[src/rtl/flash_pv_pkg.sv]
package flash_pv_pkg;
  typedef enum logic [3:0] {
    S_IDLE,
    S_SWE,
    S_XFER,
    S_PSU,
    S_PUL,
    S_PHOLD,
    S_PSUH,
    S_PVON,
    S_DUMMY,
    S_DWAIT,
    S_RD,
    S_CAP,
    S_PVOFF
  } seq_st_e;
endpackage

[src/rtl/flash_pv_timer.sv]
module flash_pv_timer #(
  parameter int TW = 16
) (
  input  logic          clk_i,
  input  logic          rst_ni,
  input  logic          ld_i,
  input  logic [TW-1:0] ld_val_i,
  output logic          zero_o
);
  logic [TW-1:0] cnt_q;

  always_ff @(posedge clk_i or negedge rst_ni) begin
    if (!rst_ni)          cnt_q <= '0;
    else if (ld_i)        cnt_q <= ld_val_i;
    else if (cnt_q != '0) cnt_q <= cnt_q - 1'b1;
  end

  assign zero_o = (cnt_q == '0);
endmodule

[src/rtl/flash_pv_passcnt.sv]
module flash_pv_passcnt #(
  parameter int MAX_PASS = 400,
  localparam int PCW = $clog2(MAX_PASS + 1)
) (
  input  logic           clk_i,
  input  logic           rst_ni,
  input  logic           clr_i,
  input  logic           inc_i,
  output logic [PCW-1:0] cnt_o,
  output logic           at_max_o
);
  logic [PCW-1:0] cnt_q;

  always_ff @(posedge clk_i or negedge rst_ni) begin
    if (!rst_ni)     cnt_q <= PCW'(1);
    else if (clr_i)  cnt_q <= PCW'(1);
    else if (inc_i && cnt_q < PCW'(MAX_PASS)) cnt_q <= cnt_q + 1'b1;
  end

  assign cnt_o    = cnt_q;
  assign at_max_o = (cnt_q >= PCW'(MAX_PASS));
endmodule

[src/rtl/flash_pv_pagebuf.sv]
module flash_pv_pagebuf #(
  parameter int PAGE_BYTES = 32,
  parameter int WORD_BYTES = 4,
  localparam int WORDS = PAGE_BYTES / WORD_BYTES,
  localparam int DW    = WORD_BYTES * 8,
  localparam int BW    = $clog2(PAGE_BYTES),
  localparam int BLW   = $clog2(WORD_BYTES),
  localparam int IW    = $clog2(WORDS)
) (
  input  logic          clk_i,
  input  logic          rst_ni,
  input  logic          ld_en_i,
  input  logic [BW-1:0] ld_idx_i,
  input  logic [7:0]    ld_data_i,
  input  logic          clr_i,
  input  logic          init_rw_i,
  input  logic          upd_i,
  input  logic [IW-1:0] idx_i,
  input  logic [DW-1:0] vdata_i,
  output logic [DW-1:0] src_o,
  output logic [DW-1:0] rw_o
);
  logic [DW-1:0] src_q [WORDS];
  logic [DW-1:0] rw_q  [WORDS];

  for (genvar w = 0; w < WORDS; w++) begin : g_word
    always_ff @(posedge clk_i or negedge rst_ni) begin
      if (!rst_ni) begin
        src_q[w] <= '1;
      end else if (clr_i) begin
        src_q[w] <= '1;
      end else if (ld_en_i && ld_idx_i[BW-1:BLW] == IW'(w)) begin
        src_q[w][ld_idx_i[BLW-1:0]*8 +: 8] <= ld_data_i;
      end
    end

    // programmed bits (verify 0) are masked to 1: no further pulse
    always_ff @(posedge clk_i or negedge rst_ni) begin
      if (!rst_ni)                            rw_q[w] <= '1;
      else if (init_rw_i)                     rw_q[w] <= src_q[w];
      else if (upd_i && idx_i == IW'(w))      rw_q[w] <= src_q[w] | ~vdata_i;
    end
  end

  assign src_o = src_q[idx_i];
  assign rw_o  = rw_q[idx_i];
endmodule

[src/rtl/flash_pv_seq.sv]
module flash_pv_seq
  import flash_pv_pkg::*;
#(
  parameter int AW         = 16,
  parameter int PAGE_BYTES = 32,
  parameter int MAX_PASS   = 400,
  parameter int TW         = 16,
  parameter int T_SWE      = 1000,
  parameter int T_PSU      = 5000,
  parameter int T_PULSE    = 50000,
  parameter int T_PHOLD    = 1000,
  parameter int T_PSUH     = 1000,
  parameter int T_PV       = 400,
  parameter int T_DUMMY    = 200,
  localparam int WORD_BYTES = 4,
  localparam int WORDS = PAGE_BYTES / WORD_BYTES,
  localparam int DW    = WORD_BYTES * 8,
  localparam int BW    = $clog2(PAGE_BYTES),
  localparam int BLW   = $clog2(WORD_BYTES),
  localparam int IW    = $clog2(WORDS),
  localparam int PCW   = $clog2(MAX_PASS + 1)
) (
  input  logic          clk_i,
  input  logic          rst_ni,
  input  logic          start_i,
  input  logic [AW-1:0] addr_i,
  input  logic          ld_en_i,
  input  logic [BW-1:0] ld_idx_i,
  input  logic [7:0]    ld_data_i,
  output logic          busy_o,
  output logic          done_o,
  output logic          fail_o,
  output logic          wr_en_o,
  output logic          prg_setup_o,
  output logic          prg_pulse_o,
  output logic          prg_verify_o,
  output logic          fl_we_o,
  output logic          fl_re_o,
  output logic [AW-1:0] fl_addr_o,
  output logic [DW-1:0] fl_wdata_o,
  input  logic [DW-1:0] fl_rdata_i
);
  seq_st_e st_q, st_d;
  logic [IW-1:0]    widx_q;
  logic [AW-BW-1:0] page_q;
  logic             mism_q, done_q, fail_q;
  logic             go, bad_start, ok_end, bad_end, retry, cap;
  logic             tmr_zero, tmr_ld;
  logic [TW-1:0]    wsel;
  logic [DW-1:0]    src_w, rw_w;
  logic [PCW-1:0]   pass_cnt;
  logic             at_max;
  logic             aligned;

  assign aligned = (addr_i[BW-1:0] == '0);

  always_comb begin
    st_d = st_q;
    go = 1'b0; bad_start = 1'b0; ok_end = 1'b0; bad_end = 1'b0; retry = 1'b0;
    unique case (st_q)
      S_IDLE:  if (start_i) begin
                 if (aligned) begin go = 1'b1; st_d = S_SWE; end
                 else bad_start = 1'b1;
               end
      S_SWE:   if (tmr_zero) st_d = S_XFER;
      S_XFER:  if (widx_q == IW'(WORDS - 1)) st_d = S_PSU;
      S_PSU:   if (tmr_zero) st_d = S_PUL;
      S_PUL:   if (tmr_zero) st_d = S_PHOLD;
      S_PHOLD: if (tmr_zero) st_d = S_PSUH;
      S_PSUH:  if (tmr_zero) st_d = S_PVON;
      S_PVON:  if (tmr_zero) st_d = S_DUMMY;
      S_DUMMY: st_d = S_DWAIT;
      S_DWAIT: if (tmr_zero) st_d = S_RD;
      S_RD:    st_d = S_CAP;
      S_CAP:   st_d = (widx_q == IW'(WORDS - 1)) ? S_PVOFF : S_DUMMY;
      S_PVOFF: begin
                 if (!mism_q)     begin ok_end  = 1'b1; st_d = S_IDLE; end
                 else if (at_max) begin bad_end = 1'b1; st_d = S_IDLE; end
                 else             begin retry   = 1'b1; st_d = S_XFER; end
               end
      default: st_d = S_IDLE;
    endcase
  end

  assign cap = (st_q == S_CAP);

  always_comb begin
    unique case (st_d)
      S_SWE:   wsel = TW'(T_SWE);
      S_PSU:   wsel = TW'(T_PSU);
      S_PUL:   wsel = TW'(T_PULSE);
      S_PHOLD: wsel = TW'(T_PHOLD);
      S_PSUH:  wsel = TW'(T_PSUH);
      S_PVON:  wsel = TW'(T_PV);
      S_DWAIT: wsel = TW'(T_DUMMY);
      default: wsel = TW'(1);
    endcase
  end

  assign tmr_ld = (st_d != st_q);

  flash_pv_timer #(.TW(TW)) u_timer (
    .clk_i    (clk_i),
    .rst_ni   (rst_ni),
    .ld_i     (tmr_ld),
    .ld_val_i (wsel - 1'b1),
    .zero_o   (tmr_zero)
  );

  flash_pv_passcnt #(.MAX_PASS(MAX_PASS)) u_pass (
    .clk_i    (clk_i),
    .rst_ni   (rst_ni),
    .clr_i    (go),
    .inc_i    (retry),
    .cnt_o    (pass_cnt),
    .at_max_o (at_max)
  );

  flash_pv_pagebuf #(.PAGE_BYTES(PAGE_BYTES), .WORD_BYTES(WORD_BYTES)) u_buf (
    .clk_i     (clk_i),
    .rst_ni    (rst_ni),
    .ld_en_i   (ld_en_i && st_q == S_IDLE),
    .ld_idx_i  (ld_idx_i),
    .ld_data_i (ld_data_i),
    .clr_i     (ok_end || bad_end),
    .init_rw_i (go),
    .upd_i     (cap),
    .idx_i     (widx_q),
    .vdata_i   (fl_rdata_i),
    .src_o     (src_w),
    .rw_o      (rw_w)
  );

  always_ff @(posedge clk_i or negedge rst_ni) begin
    if (!rst_ni) begin
      st_q   <= S_IDLE;
      widx_q <= '0;
      page_q <= '0;
      mism_q <= 1'b0;
      done_q <= 1'b0;
      fail_q <= 1'b0;
    end else begin
      st_q <= st_d;
      if (go) begin
        page_q <= addr_i[AW-1:BW];
        done_q <= 1'b0;
        fail_q <= 1'b0;
      end
      if (bad_start) begin
        done_q <= 1'b0;
        fail_q <= 1'b1;
      end
      if (ok_end)  done_q <= 1'b1;
      if (bad_end) fail_q <= 1'b1;
      if (go || retry || st_q == S_PVON) widx_q <= '0;
      else if (st_q == S_XFER || cap)    widx_q <= widx_q + 1'b1;
      if (st_q == S_PVON)  mism_q <= 1'b0;
      else if (cap && fl_rdata_i != src_w) mism_q <= 1'b1;
    end
  end

  assign busy_o       = (st_q != S_IDLE);
  assign done_o       = done_q;
  assign fail_o       = fail_q;
  assign wr_en_o      = (st_q != S_IDLE);
  assign prg_setup_o  = (st_q == S_PSU) || (st_q == S_PUL) || (st_q == S_PHOLD);
  assign prg_pulse_o  = (st_q == S_PUL);
  assign prg_verify_o = (st_q == S_PVON) || (st_q == S_DUMMY) || (st_q == S_DWAIT) ||
                        (st_q == S_RD)   || (st_q == S_CAP);
  assign fl_we_o      = (st_q == S_XFER) || (st_q == S_DUMMY);
  assign fl_re_o      = (st_q == S_RD);
  assign fl_addr_o    = {page_q, widx_q, BLW'(0)};
  assign fl_wdata_o   = (st_q == S_DUMMY) ? '1 : rw_w;
endmodule

[config.mk]
export PLATFORM = sky130hd
export DESIGN_NAME = flash_pv_seq
export DESIGN_NICKNAME = d
export VERILOG_FILES = /design/src/rtl/flash_pv_pkg.sv /design/src/rtl/flash_pv_timer.sv /design/src/rtl/flash_pv_passcnt.sv /design/src/rtl/flash_pv_pagebuf.sv /design/src/rtl/flash_pv_seq.sv
export SDC_FILE = /design/constraint.sdc
export NUM_CORES = 1
export LEC_CHECK = 0
export BUFFER_PORTS_ARGS = -buffer_cell sky130_fd_sc_hd__clkbuf_2
export CAP_MARGIN = 15
export CORE_MARGIN = 2
export CORE_UTILIZATION = 55
export DETAILED_ROUTE_END_ITERATION = 6
export PLACE_DENSITY = 0.71
export SYNTH_ARGS = -nofsm -noshare
export SYNTH_HDL_FRONTEND = slang
export SYNTH_SLANG_ARGS = --single-unit
[constraint.sdc]
create_clock -name clk_i -period 8.37 [get_ports clk_i]
set_clock_uncertainty 0.2 [all_clocks]
set_input_delay 0.4185 -clock clk_i [delete_from_list [all_inputs] [get_ports clk_i]]
set_output_delay 0.4185 -clock clk_i [all_outputs]
set_load 0.03 [all_outputs]
==> results.cfg <==
[logic_synthesis]
synth_fa_ha_area_share_pct = 0.605
synth.most_common_cell = nand2_1
synth_seq_cells = 558
ys_seq_area_share_pct = 54.4
synth_flop_cell = dfstp_2
netlist_instances = 2665
postSynthAreaPerCell_sq_um = 10.1
yosys.area_share.xor_xnor_pct = 1.37
synth-simple-area-share_pct = 16.4
synth_top_family_by_area = simple AND/OR/NAND/NOR gates
synth_area_sq_um = 26900
synth_edf_count = 0
yosys_warnings = 0
synth_top_area_share_pct = 50.2
ys_async_sr_fraction_pct = 100
synth.distinct_cells = 70
synth_largest_area_cell = dfstp_2
synth_commonest_cells = nand2_1 (534), dfstp_2 (513), o21ai_0 (434), nor2_1 (421), a21oi_1 (150)
synth_mux_area_share_pct = 12.6
synth_area_leaders = dfstp_2 (50%), mux4_2 (11%), o21ai_0 (8.1%)
synth_compound_area_share_pct = 12.3

[floorplanning]
fp.coreArea_sq_um = 47900
initial_core_util_pct = 56.0
dieArea_sq_um = 50600
dieHeight_um = 225
rows = 80
die_w_um = 225
io_pins = 122

[final_layout]
fillers = 3822
num_antenna_cells = 0
area_growth_pct = 12.6
final_core_util_pct = 63.1
drive_above_1_share_pct = 33.6
fin_nets = 2841

[timing]
layout_min_cycle_time_ns = 4.63
tns_ns = 0
setup_viol = 0
max_clock_freq_mhz = 216
final.period_utilization_pct = 55.3
slew_violations = 0
rsz0062_at_grt = no
slew_headroom_pct = 23.6
final_hold_viol_count = 0
worst_slew_pin_slew_ns = 1.15

[global_route]
grtUsageTotal_pct = 31.3
grt_remaining_overflow = 0
antenna_found_initial = 1
grt_max_degree = 180
grt_pass1_vias = 21300
grt_first_pass_wirelength_um = 121000

[clock_network]
cts_tree = yes
clockRootBuffer = clkbuf_16
clkSinkCount = 558
cts_made_buffers = 58
postCtsSetupBuffers = 0
cts-htree-levels = 2
clkTransAtPathRegs_ns = 0.06
clock_latency_ns = 0.62
clockBufferDepth = 3

[setup_path]
path_class = reg2reg
start_kind = register
cp-end-kind = register
crit_fanout = 13
worstPathRequired_ns = 8.67
arrival_ns = 4.93

[route]
first_pass_iters = 6
vias = 21000
wl_um = 77700
vias_per_cell = 6.15
drt_iter0_markers = 1961
wl_per_cell_um = 22.7
postRouteAntennaNets = 0
drc = 0

[worst_hold_path]
hp-class = in2reg

[run]
cap_violations = 0

[placement]
gp_congestion = 0.888
io_buffers = 119
hpwl_um = 48000

[run_status]
status = completed

[pwr]
p_per_area_nw_per_um2 = 180
p_leak_nw = 11.6
ir_worst_vdd_mv = 0.131
[report_power, final]
part,internal (mW),total (mW),switching [mW]
sequential,2.72,2.72,0.00346
clock,1.49,2.54,1.05
combinational,0.0466,0.181,0.134
[through the flow]
| step | hold WS, ns | setup slack, ns | cells | area [sq um] | power [mW] |
|---|---|---|---|---|---|
| 4_1_cts | 0.000160 | 3.81 | 3421 | 30200 | 5.48 |
| 3_5_place_dp | 0.193 | 3.85 | 3298 | 28200 | 2.93 |
| 5_1_grt | 0.0471 | 3.39 | 3421 | 30200 | 5.60 |
| 2_1_floorplan | -0.0771 | 4.34 | 2666 | 26900 | 2.82 |
| 6_report | 0.0254 | 3.74 | 3421 | 30200 | 5.44 |
| 3_3_place_gp | 0.193 | 3.92 | 3298 | 28200 | 2.93 |
[cells by family after synthesis]
group,count (synthesis)
muxes,176
xor gates and xnor gates,42
AOI/OAI and AO/OA,632
DFF,558
buffers and inverters,164
and+or+nand+nor,1079
other,1
adders and majority gates,13
[cell usage in the layout, fill, tap and decap left out, drive strengths merged, types with 8 or more instances in the layout]
cell           n
nand2        534
dfstp        513
o21ai        447
nor2         422
clkbuf       211
a21oi        150
mux4         128
buf           50
dfrtp         45
nand3         39
xnor2         37
mux2i         37
dlygate4sd3   20
ha            13
nor3          13
inv           13
nand2b        12
mux2          11
nor4          11
clkinv         8
nand4          8
[path summary, 6_finish.rpt]
check	start	to	slack, ns	cells past startpoint
worst min register to register	u_buf.rw_q[129]$_DFFE_PN1P_	u_buf.rw_q[129]$_DFFE_PN1P_	0.27	2
worst min-delay path	fl_rdata_i[8]	u_buf.rw_q[104]$_DFFE_PN1P_	0.03	4
min in group asynchronous	rst_ni	u_pass.cnt_o[1]$_DFFE_PN0P_	0.13	2
worst max register to register	u_timer.cnt_q[0]$_DFFE_PN0P_	u_timer.cnt_q[10]$_DFFE_PN0P_	3.74	13
max in group asynchronous	rst_ni	u_buf.src_q[16]$_DFFE_PN1P_	5.55	4
worst max-delay path	u_timer.cnt_q[0]$_DFFE_PN0P_	u_timer.cnt_q[10]$_DFFE_PN0P_	3.74	13
[worst max-delay path, cell delays in order (launching register included)]
cell	delay, ns
dfrtp_1	0.39
or4_1	0.67
or4_4	0.66
or3_1	0.37
a21o_1	0.27
a31oi_4	0.26
nand2_1	0.07
o21ai_1	0.11
ha_1	0.30
nor2b_1	0.19
nand4_2	0.17
a32oi_2	0.42
nand2b_1	0.12
a32o_1	0.28
[sequential cells by signal, summed over array words and instances, names as in the netlist]
name and flops:
u_buf.rw_q 256, u_buf.src_q 256, u_timer.cnt_q 16, page_q 11, u_pass.cnt_o 9, st_q 4, widx_q 3, done_o 1
fail_o 1, mism_q 1
[repair_timing]
| item | CTS | global route |
|---|---|---|
| gates resized for setup | 0 | 0 |
| hold endpoints to repair | 95 | 0 |
| hold buffers | 20 | 0 |
[metal layers]
layer | global-route usage, % | vias up | share of wire (%)
li1 | - | 9395 | -
met1 | 41.8 | 10500 | 40
met4 | 13.3 | 2 | 3.9
met3 | 6.87 | 186 | 9.0
met2 | 49.8 | 969 | 47
met5 | 0 | - | 0.010
[cell type report]
class,instances,area [sq um],area share (%)
Sequential cell,558,14600,48.3
Inverter,13,51.3,0.170
Multi-Input combinational cell,1944,11700,38.8
Tap cell,615,769,2.54
Timing Repair Buffer,188,1200,3.96
Clock inverter,10,77.6,0.257
Clock buffer,93,1800,5.95
(Power assumes the default switching activity.)
